==> src/rtl/nsw_pkg.sv <==
package nsw_pkg;

    typedef enum logic [1:0] {
        ST_IDLE  = 2'd0,
        ST_ARMED = 2'd1,
        ST_SHIFT = 2'd2
    } nsw_state_e;

    typedef struct packed {
        logic lvl;
        logic rise;
        logic fall;
    } tap_ev_t;

    function automatic int cnt_width(input int n);
        return (n > 2) ? $clog2(n) : 1;
    endfunction

endpackage

==> src/rtl/nsw_tap_sel.sv <==
module nsw_tap_sel
    import nsw_pkg::*;
#(
    parameter int NTAP  = 4,
    parameter int SEL_W = 2
) (
    input  logic             clk,
    input  logic             rst,
    input  logic [NTAP-1:0]  tap_i,
    input  logic [SEL_W-1:0] sel_i,
    output tap_ev_t          ev_o
);
    logic [NTAP-1:0] hit;
    logic            sel_lvl;
    logic            lvl_q;

    for (genvar g = 0; g < NTAP; g++) begin : g_tap
        assign hit[g] = tap_i[g] & (sel_i == SEL_W'(g));
    end

    assign sel_lvl = |hit;

    always_ff @(posedge clk) begin
        if (rst) lvl_q <= 1'b0;
        else     lvl_q <= sel_lvl;
    end

    assign ev_o.lvl  = lvl_q;
    assign ev_o.rise = sel_lvl & ~lvl_q;
    assign ev_o.fall = ~sel_lvl & lvl_q;
endmodule

==> src/rtl/nsw_buf.sv <==
module nsw_buf #(
    parameter int NIB_W = 4
) (
    input  logic             clk,
    input  logic             rst,
    input  logic             wr_i,
    input  logic [NIB_W-1:0] wdata_i,
    input  logic             take_i,
    output logic             avail_o,
    output logic [NIB_W-1:0] data_o,
    output logic             empty_o
);
    logic [NIB_W-1:0] hold_q;
    logic             full_q;
    logic             empty_q;

    assign avail_o = full_q | wr_i;
    assign data_o  = wr_i ? wdata_i : hold_q;
    assign empty_o = empty_q;

    always_ff @(posedge clk) begin
        if (rst) begin
            hold_q  <= '0;
            full_q  <= 1'b0;
            empty_q <= 1'b0;
        end else if (take_i) begin
            full_q  <= 1'b0;
            empty_q <= 1'b1;
        end else if (wr_i) begin
            hold_q  <= wdata_i;
            full_q  <= 1'b1;
            empty_q <= 1'b0;
        end
    end


    take_avail_chk: assert property (@(posedge clk) disable iff (rst)
        take_i |-> avail_o);


    wr_clear_chk: assert property (@(posedge clk) disable iff (rst)
        (wr_i && !take_i) |=> !empty_o);
endmodule

==> src/rtl/nsw_shift.sv <==
module nsw_shift
    import nsw_pkg::*;
#(
    parameter int NIB_W = 4,
    localparam int CNT_W = cnt_width(NIB_W)
) (
    input  logic             clk,
    input  logic             rst,
    input  tap_ev_t          ev_i,
    input  logic             start_we_i,
    input  logic             start_val_i,
    input  logic             avail_i,
    input  logic [NIB_W-1:0] data_i,
    output logic             take_o,
    output logic             busy_o,
    output logic             sclk_o,
    output logic             sdo_o
);
    localparam logic [CNT_W-1:0] LAST = CNT_W'(NIB_W - 1);

    nsw_state_e       state_q;
    logic [NIB_W-1:0] sh_q;
    logic [NIB_W-1:0] nxt_q;
    logic             more_q;
    logic [CNT_W-1:0] cnt_q;

    logic last_bit, start_ok, abort, reload;

    assign last_bit = (cnt_q == LAST);
    assign start_ok = (state_q == ST_IDLE) & start_we_i & start_val_i & avail_i;
    assign abort    = (state_q != ST_IDLE) & start_we_i & ~start_val_i;
    assign reload   = (state_q == ST_SHIFT) & ev_i.fall & last_bit & ~more_q & avail_i;
    assign take_o   = start_ok | reload;

    always_ff @(posedge clk) begin
        if (rst) begin
            state_q <= ST_IDLE;
            sh_q    <= '0;
            nxt_q   <= '0;
            more_q  <= 1'b0;
            cnt_q   <= '0;
        end else if (abort) begin
            state_q <= ST_IDLE;
            more_q  <= 1'b0;
            cnt_q   <= '0;
        end else begin
            case (state_q)
                ST_IDLE: begin
                    if (start_ok) begin
                        sh_q    <= data_i;
                        cnt_q   <= '0;
                        state_q <= ST_ARMED;
                    end
                end
                ST_ARMED: begin
                    if (ev_i.rise) state_q <= ST_SHIFT;
                end
                ST_SHIFT: begin
                    if (reload) begin
                        nxt_q  <= data_i;
                        more_q <= 1'b1;
                    end
                    if (ev_i.rise) begin
                        if (!last_bit) begin
                            cnt_q <= cnt_q + CNT_W'(1);
                        end else if (more_q) begin
                            sh_q   <= nxt_q;
                            cnt_q  <= '0;
                            more_q <= 1'b0;
                        end else begin
                            cnt_q   <= '0;
                            state_q <= ST_IDLE;
                        end
                    end
                end
                default: state_q <= ST_IDLE;
            endcase
        end
    end

    assign busy_o = (state_q != ST_IDLE);
    assign sclk_o = (state_q == ST_SHIFT) & ev_i.lvl;
    assign sdo_o  = (state_q == ST_SHIFT) & sh_q[cnt_q];


    sdo_hold_chk: assert property (@(posedge clk) disable iff (rst)
        (sclk_o && $past(sclk_o)) |-> $stable(sdo_o));


    abort_stop_chk: assert property (@(posedge clk) disable iff (rst)
        (busy_o && start_we_i && !start_val_i) |=> (!busy_o && !sclk_o));


    busy_end_chk: assert property (@(posedge clk) disable iff (rst)
        $fell(busy_o) |-> ($past(ev_i.rise) || $past(start_we_i)));
endmodule

==> src/rtl/nsw_tx.sv <==
module nsw_tx
    import nsw_pkg::*;
#(
    parameter int NTAP  = 4,
    parameter int NIB_W = 4,
    localparam int SEL_W = cnt_width(NTAP)
) (
    input  logic             clk,
    input  logic             rst,
    input  logic [NTAP-1:0]  tap_i,
    input  logic [SEL_W-1:0] rate_sel_i,
    input  logic             buf_we_i,
    input  logic [NIB_W-1:0] buf_wdata_i,
    input  logic             ctl_we_i,
    input  logic             ctl_start_i,
    output logic             busy_o,
    output logic             empty_irq_o,
    output logic             sclk_o,
    output logic             sdo_o
);
    tap_ev_t          ev;
    logic             take;
    logic             avail;
    logic [NIB_W-1:0] buf_data;

    nsw_tap_sel #(.NTAP(NTAP), .SEL_W(SEL_W)) u_tap (
        .clk   (clk),
        .rst   (rst),
        .tap_i (tap_i),
        .sel_i (rate_sel_i),
        .ev_o  (ev)
    );

    nsw_buf #(.NIB_W(NIB_W)) u_buf (
        .clk     (clk),
        .rst     (rst),
        .wr_i    (buf_we_i),
        .wdata_i (buf_wdata_i),
        .take_i  (take),
        .avail_o (avail),
        .data_o  (buf_data),
        .empty_o (empty_irq_o)
    );

    nsw_shift #(.NIB_W(NIB_W)) u_shift (
        .clk         (clk),
        .rst         (rst),
        .ev_i        (ev),
        .start_we_i  (ctl_we_i),
        .start_val_i (ctl_start_i),
        .avail_i     (avail),
        .data_i      (buf_data),
        .take_o      (take),
        .busy_o      (busy_o),
        .sclk_o      (sclk_o),
        .sdo_o       (sdo_o)
    );


    start_ignored_chk: assert property (@(posedge clk) disable iff (rst)
        (!busy_o && ctl_we_i && ctl_start_i && empty_irq_o && !buf_we_i) |=> !busy_o);
endmodule

==> config.mk <==
export PLATFORM = sky130hd
export DESIGN_NAME = nsw_tx
export DESIGN_NICKNAME = d
export VERILOG_FILES = /design/src/rtl/nsw_pkg.sv /design/src/rtl/nsw_tap_sel.sv /design/src/rtl/nsw_buf.sv /design/src/rtl/nsw_shift.sv /design/src/rtl/nsw_tx.sv
export SDC_FILE = /design/constraint.sdc
export NUM_CORES = 1
export LEC_CHECK = 0
export CAP_MARGIN = 20
export CORE_MARGIN = 2
export CORE_UTILIZATION = 54
export DETAILED_ROUTE_END_ITERATION = 8
export PLACE_DENSITY_LB_ADDON = 0.12
export SYNTH_ARGS = -nofsm -noshare
export SYNTH_HDL_FRONTEND = slang
export SYNTH_SLANG_ARGS = --single-unit
==> constraint.sdc <==
create_clock -name clk -period 3.1 [get_ports clk]
set_input_delay 0.31 -clock clk [delete_from_list [all_inputs] [get_ports clk]]
set_output_delay 0.31 -clock clk [all_outputs]
set_load 0.05 [all_outputs]
==> results of run 1 <==
[stage by stage]
stage / hold WS (ns) / setup slack (ns)
CTS: 0.492 / 0.680
floorplan: 0.449 / 1.41
global placement: 0.459 / 0.815
global route: 0.504 / 0.614
finish: 0.487 / 0.705
detailed placement: 0.475 / 0.773
[worst reg2reg max path: stages, from the launching register on]
cell      delay (ns)
dfxtp_1         0.41
ha_1            0.26
nand3b_1        0.19
o41ai_4         0.48
mux2i_1         0.25
[power by group]
| part | total, uW | internal [uW] | switching (uW) |
|---|---|---|---|
| clock | 156 | 71.8 | 84.1 |
| sequential | 275 | 267 | 7.09 |
| combinational | 91.3 | 47.9 | 43.4 |
[how the worst max path moves through the flow]
| stage | startpoint | endpoint | slack [ns] |
|---|---|---|---|
| after floorplan | rate_sel_i[0] | u_buf.hold_q[0]$_SDFFE_PP0N_ | 1.41 |
| after global placement | rate_sel_i[0] | u_buf.hold_q[3]$_SDFFE_PP0N_ | 0.82 |
| after detailed placement | rate_sel_i[0] | u_buf.hold_q[3]$_SDFFE_PP0N_ | 0.77 |
| after CTS | u_shift.cnt_q[0]$_SDFFE_PP0P_ | sdo_o | 0.68 |
| after global routing | u_shift.cnt_q[0]$_SDFFE_PP0P_ | sdo_o | 0.61 |
| final | u_shift.cnt_q[0]$_SDFFE_PP0P_ | sdo_o | 0.71 |
[cell usage after synthesis (all sizes together)]
library cell / n / area (sq um)
nand2: 2 / 7.51
nor2b: 5 / 31.3
nor4: 1 / 6.26
nor2: 7 / 26.3
buf: 2 / 8.75
ha: 1 / 12.5
and2: 2 / 12.5
mux2i: 16 / 160
nand2b: 16 / 100
or3: 1 / 6.26
or2: 4 / 25.0
nor3b: 1 / 7.51
a211o: 4 / 35.0
nand3: 4 / 20.0
clkbuf: 2 / 7.51
mux4: 2 / 45.0
nand3b: 1 / 7.51
o41ai: 1 / 27.5
a2bb2oi: 1 / 8.76
inv: 1 / 3.75
nor3: 2 / 10.0
o21ba: 1 / 10.0
dfxtp: 20 / 400
a21o: 2 / 15.0
nand4b: 1 / 8.76
o21ai: 2 / 10.0
o21bai: 1 / 7.51
nor4bb: 1 / 10.0
a21oi: 5 / 25.0
[kinds of logic after synthesis]
family / Yosys count / share of synthesized area, %
fa+ha+maj: 1 / 1.18
simple gates: 48 / 26.4
buf+inv: 5 / 1.89
compound gates: 17 / 13.2
flops: 20 / 37.9
mux: 18 / 19.4
[routing by layer]
metal  part of all wire [%]  up-vias
met1                     46      396
met3                    4.3        4
li1                       -      425
met5                      0        -
met2                     49       19
met4                    1.0        0
[layout make-up]
class,instances,share of cell area (%)
tap,25,2.43
multi-input combinational,84,49.4
inverter,1,0.292
timing repair buffer,18,14.0
sequential,20,31.1
clock buffer,4,2.82
[registers in the layout (all words and copies together) (netlist names)]
signal / count
u_shift.nxt_q: 4
u_buf.full_q: 1
u_buf.empty_o: 1
u_shift.cnt_q: 2
u_shift.more_q: 1
u_shift.sh_q: 4
u_shift.state_q: 2
u_buf.hold_q: 4
u_tap.lvl_q: 1
[cell usage in the layout (no fill, tap or decap), types with 2 or more instances in the layout]
| master | netlist | layout |
|---|---|---|
| clkdlybuf4s50_1 | 0 | 18 |
| nor2b_1 | 5 | 5 |
| nor3_1 | 2 | 2 |
| mux2i_1 | 16 | 16 |
| a21o_1 | 2 | 2 |
| a21oi_1 | 5 | 5 |
| dfxtp_1 | 20 | 20 |
| nor2_1 | 7 | 7 |
| and2_1 | 2 | 2 |
| a211o_1 | 4 | 4 |
| nand3_1 | 4 | 4 |
| nand2_1 | 2 | 2 |
| mux4_2 | 2 | 2 |
| clkbuf_4 | 0 | 3 |
| or2_2 | 4 | 4 |
| nand2b_1 | 16 | 16 |
==> metrics, run 1 <==
drt wl/cell 13.3 microns; gp weighted congestion 0.842; flop-to-flop setup slack 1.43 ns; GRT met3 Usage 5.56%; delay of the slowest critical-path stage 0.70 ns; fillers 126; CP top delay family buffers and inverters; FF/Latch Area 400 sq um; largest net degree at the start of global routing 25; Die W 48.2 microns; First DRT Iteration DRCs 6; final setup fails 0; Die H 48.2 microns; maximum VDD drop 0.322 mV; DRT Wirelength 2020 microns; worst endpoint data arrival time 2.08 ns; Cells after DPL 148; CP endpoint kind output port; post-route ant nets 0; RR Endpoint u_buf.hold_q[2]$_SDFFE_PP0N_; vias in the first global route 749; hold depth 2; synthesized cell area 0.00106 sq mm; first-pass GRT wire length 3220 microns; FMAX 418 MHz; Post-Place Cell Area 0.00125 sq mm; # diodes 0; global-route track usage on met2 34.2%; GRT Overall Usage 20.3%; clock sink count 20; relative slew slack 59.2%; Yosys reg bits 20; GRT busiest layer met2; RSZ-0062 raised after global routing false; Nets 144; Crit Path Max Fanout 4; r2r startpoint u_shift.cnt_q[0]$_SDFFE_PP0P_; Min-Delay Endpoint u_buf.hold_q[3]$_SDFFE_PP0N_; layout cell share with drive strength beyond 1 9.45%; vias 844; total chip power 522 uW; post-route cell area 0.00129 sq mm; Mapped Avg Cell Area 9.69 sq um; Pleak 0.000540 uW; sequential-to-total area share from yosys stat 37.9%; CP Launch Type flip-flop; clk_lat worst skew 0.31 ns; met1 usage 24.7%; I/O pins 19; DRC 0; Hold Buf Count CTS 0; # Post-CTS Setup Buffers 0; Detailed Routing Iterations Pass 1 4; vias per std cell 5.55; Initial Util 59.2%; H-tree depth 1; post-detail-place hpwl 1490 microns; Worst-Margin Slew 0.610 ns; Worst Path Class, Setup reg -> out; Post-Syn Nets 125; max-slew violation count 0; GRT overflow 0; area of the multi-input gates 636 sq um; PwrDens 405 mW/mm^2; site row count 15; final core utilization 72.2%; status completed; Final Hold Viols 0; worst path required time 2.79 ns; r2r worst-path depth 4; total core area 0.00178 sq mm; initial antenna violation count 0; PortBufs 18; Reg clk slew, reported paths 0.12 ns; HP Start u_buf.hold_q[3]$_SDFFE_PP0N_; crit path buf inv count 1; Ys Warns 0; gate count of the mapped netlist 109; TritonCTS Buffers 3; Tightest Hold Check Type reg -> reg; Max Cap Viol 0; setup TNS 0 ns; Unique masters post-synth 31; part of the cycle the worst path needs 77.3%; Worst Clk Skew 0.00895 ns; critical path depth 3; die area 0.00233 sq mm; Layout area overhead 21.9%; Layout Cells excl Fill 152; CTS Buffer Depth 2; Cell Chain, Critical Path mux4_2 -> and2_1 -> clkdlybuf4s50_1; CTS tree done; min Tclk post-route 2.39 ns; post_cts resized 0; CP max stage cell clkdlybuf4s50_1; CTS Root Buffer Type clkbuf_4
Power figures use the tool's default switching activity.
==> run 2: changes to the inputs <==
--- a/config.mk
+++ b/config.mk
@@ -7,7 +7,7 @@
 export LEC_CHECK = 0
 export CAP_MARGIN = 20
 export CORE_MARGIN = 2
-export CORE_UTILIZATION = 54
+export CORE_UTILIZATION = 51
 export DETAILED_ROUTE_END_ITERATION = 8
 export PLACE_DENSITY_LB_ADDON = 0.12
 export SYNTH_ARGS = -nofsm -noshare
==> constraint.sdc (replaced) <==
create_clock -name clk -period 2.4 [get_ports clk]
set_input_delay 0.24 -clock clk [delete_from_list [all_inputs] [get_ports clk]]
set_output_delay 0.24 -clock clk [all_outputs]
set_load 0.05 [all_outputs]
==> metrics, run 2 (synthesis gave the netlist of run 1 again) <==
setup TNS 0 ns (unchanged); first-pass GRT wire length 3670 microns (+14%); relative slew slack 58.6% (-0.56 points); CP endpoint kind output port; I/O pins 19 (unchanged); Initial Util 53.8% (-5.4 points); vias 842 (-0.24%); DRC 0 (unchanged); Die H 49.5 microns (+2.7%); most frequent cells in the layout dfxtp_1, clkdlybuf4s50_1, nand2b_1, mux2i_1, nor2_1; Worst Setup SP u_shift.cnt_q[0]$_SDFFE_PP0P_; flop-to-flop setup slack 0.76 ns (-0.67 ns); Final Hold Viols 0 (unchanged); worst endpoint data arrival time 2.06 ns (-0.02 ns); # Post-CTS Setup Buffers 0 (unchanged); Worst-Margin Slew 0.619 ns (+0.00841 ns); layout cell share with drive strength beyond 1 9.45% (unchanged); min Tclk post-route 2.30 ns; vias per std cell 5.47 (-1.5%); PortBufs 18 (unchanged); CP Launch Type flip-flop; largest net degree at the start of global routing 25 (unchanged); NetSw 164 uW (+22%); post-route ant nets 0 (unchanged); clock sink count 20 (unchanged); Cells after DPL 151 (+2.0%); gp weighted congestion 0.820 (-2.6%); site row count 16 (+1); CTS Buffer Depth 2 (unchanged); Critical Path Sink sdo_o; clk_lat worst skew 0.30 ns (about the same); Hold Buf Count CTS 0 (unchanged); fillers 197 (+56%); First DRT Iteration DRCs 3 (-3); CTS Root Buffer Type clkbuf_4; vias in the first global route 860 (+15%); post-detail-place hpwl 1640 microns (+9.7%); maximum VDD drop 0.388 mV (+21%); Max Cap Viol 0 (unchanged); Tightest Hold Check Type reg -> reg; total core area 0.00196 sq mm (+10%); Pleak 0.000538 uW (-0.44%); PwrDens 492 mW/mm^2 (+21%); DRT Wirelength 2070 microns (+2.6%); final setup fails 0 (unchanged); RSZ-0062 raised after global routing false; Worst Clk Skew 0.00735 ns (-0.00160 ns); GRT overflow 0 (unchanged); Top Registers u_buf.hold_q (4), u_shift.nxt_q (4), u_shift.sh_q (4); Gate power share 18.9% (+1.4 points); r2r startpoint u_shift.cnt_q[0]$_SDFFE_PP0P_; # diodes 0 (unchanged); Net Sw Frac 26.0% (+0.23 points); H-tree depth 1 (unchanged); CTS tree done; Die W 49.5 microns (+2.7%); initial antenna violation count 0 (unchanged); max-slew violation count 0 (unchanged); TritonCTS Buffers 3 (unchanged); GRT Overall Usage 19.5% (-0.71 points); Detailed Routing Iterations Pass 1 3 (-1); r2r worst-path depth 4 (unchanged); worst path required time 2.16 ns (-0.63 ns); most common cell after layout, fill and taps aside dfxtp_1; part of the cycle the worst path needs 95.7%; Worst Path Class, Setup reg -> out; Reg clk slew, reported paths 0.11 ns (about the same); RR Endpoint u_buf.hold_q[1]$_SDFFE_PP0N_; Clk pwr share 24.8% (-5.1 points); post_cts resized 0 (unchanged); Flop pwr share 56.2% (+3.6 points); Layout Cells excl Fill 154 (+1.3%); Nets 145 (+0.69%); FMAX 435 MHz; Layout area overhead 21.6%; Pint 467 uW (+21%); die area 0.00245 sq mm (+5.4%); Crit Path Max Fanout 4 (unchanged); drt wl/cell 13.4 microns (+1.2%); status completed
## run 2: changes by cell type in the layout (fill, tap and decap cells not counted), sizes merged
cell | before | now
clkbuf | 4 | 3
buf | 0 | 1
## run 2: layout make-up
type,instances,area [sq um],area share [%]
clock buffers,3,22.5,1.75
inverters,1,3.75,0.292
multi-input cells,84,636,49.5
flip-flops and latches,20,400,31.2
well taps,27,33.8,2.63
repair buffers,19,188,14.6
## run 2: worst min path at each step
stage	slack, ns	start	cells past startpoint	to
final	0.49	u_shift.nxt_q[1]$_SDFFE_PP0P_	2	u_shift.nxt_q[1]$_SDFFE_PP0P_
after global routing	0.52	u_shift.nxt_q[3]$_SDFFE_PP0P_	2	u_shift.nxt_q[3]$_SDFFE_PP0P_
after CTS	0.49	u_shift.sh_q[1]$_SDFFE_PP0P_	2	u_shift.sh_q[1]$_SDFFE_PP0P_
after detailed placement	0.47	u_buf.hold_q[1]$_SDFFE_PP0N_	2	u_buf.hold_q[1]$_SDFFE_PP0N_
after global placement	0.46	u_buf.hold_q[1]$_SDFFE_PP0N_	2	u_buf.hold_q[1]$_SDFFE_PP0N_
after floorplan	0.43	rst	2	u_buf.hold_q[0]$_SDFFE_PP0N_
## run 2: worst max-delay path: stages, from the launching register on
cell and delay (ns):
dfxtp_1 0.41, mux4_2 0.50, and2_1 0.16, clkdlybuf4s50_1 0.69
## run 2: power groups by stage
stage | clock (uW) | sequential (uW) | combinational [uW]
floorplan | 0 | 363 | 75.6
global placement | 0 | 362 | 117
detailed placement | 0 | 363 | 120
CTS | 164 | 355 | 121
global route | 177 | 357 | 129
finish | 157 | 355 | 119
## run 2: metal layers
layer,GRT usage (%),share of wire (%),up-vias
li1,-,-,422
met1,21.0,41,403
met2,36.7,54,12
met3,3.94,2.8,5
met4,8.33,2.0,0
met5,0,0,-
## run 2: through the flow
| stage | total power (uW) | instance area (sq um) | hold WS [ns] | util, % | worst slack [ns] |
|---|---|---|---|---|---|
| finish | 631 | 1280 | 0.488 | 65.4 | 0.104 |
| global route | 663 | 1280 | 0.518 | 65.4 | 0.0122 |
| CTS | 640 | 1280 | 0.490 | 65.4 | 0.0814 |
| detailed placement | 483 | 1260 | 0.471 | 64.3 | 0.143 |
| global placement | 479 | 1260 | 0.458 | 64.3 | 0.189 |
| floorplan | 438 | 1060 | 0.434 | - | 0.783 |
==> run 3: changes to the inputs <==
--- a/config.mk
+++ b/config.mk
@@ -5,11 +5,11 @@
 export SDC_FILE = /design/constraint.sdc
 export NUM_CORES = 1
 export LEC_CHECK = 0
-export CAP_MARGIN = 20
 export CORE_MARGIN = 2
 export CORE_UTILIZATION = 51
 export DETAILED_ROUTE_END_ITERATION = 8
 export PLACE_DENSITY_LB_ADDON = 0.12
+export SKIP_CTS_REPAIR_TIMING = 1
 export SYNTH_ARGS = -nofsm -noshare
 export SYNTH_HDL_FRONTEND = slang
 export SYNTH_SLANG_ARGS = --single-unit
==> results of run 3 <==
Final layout, timing and power as in run 2 (identical DEF).
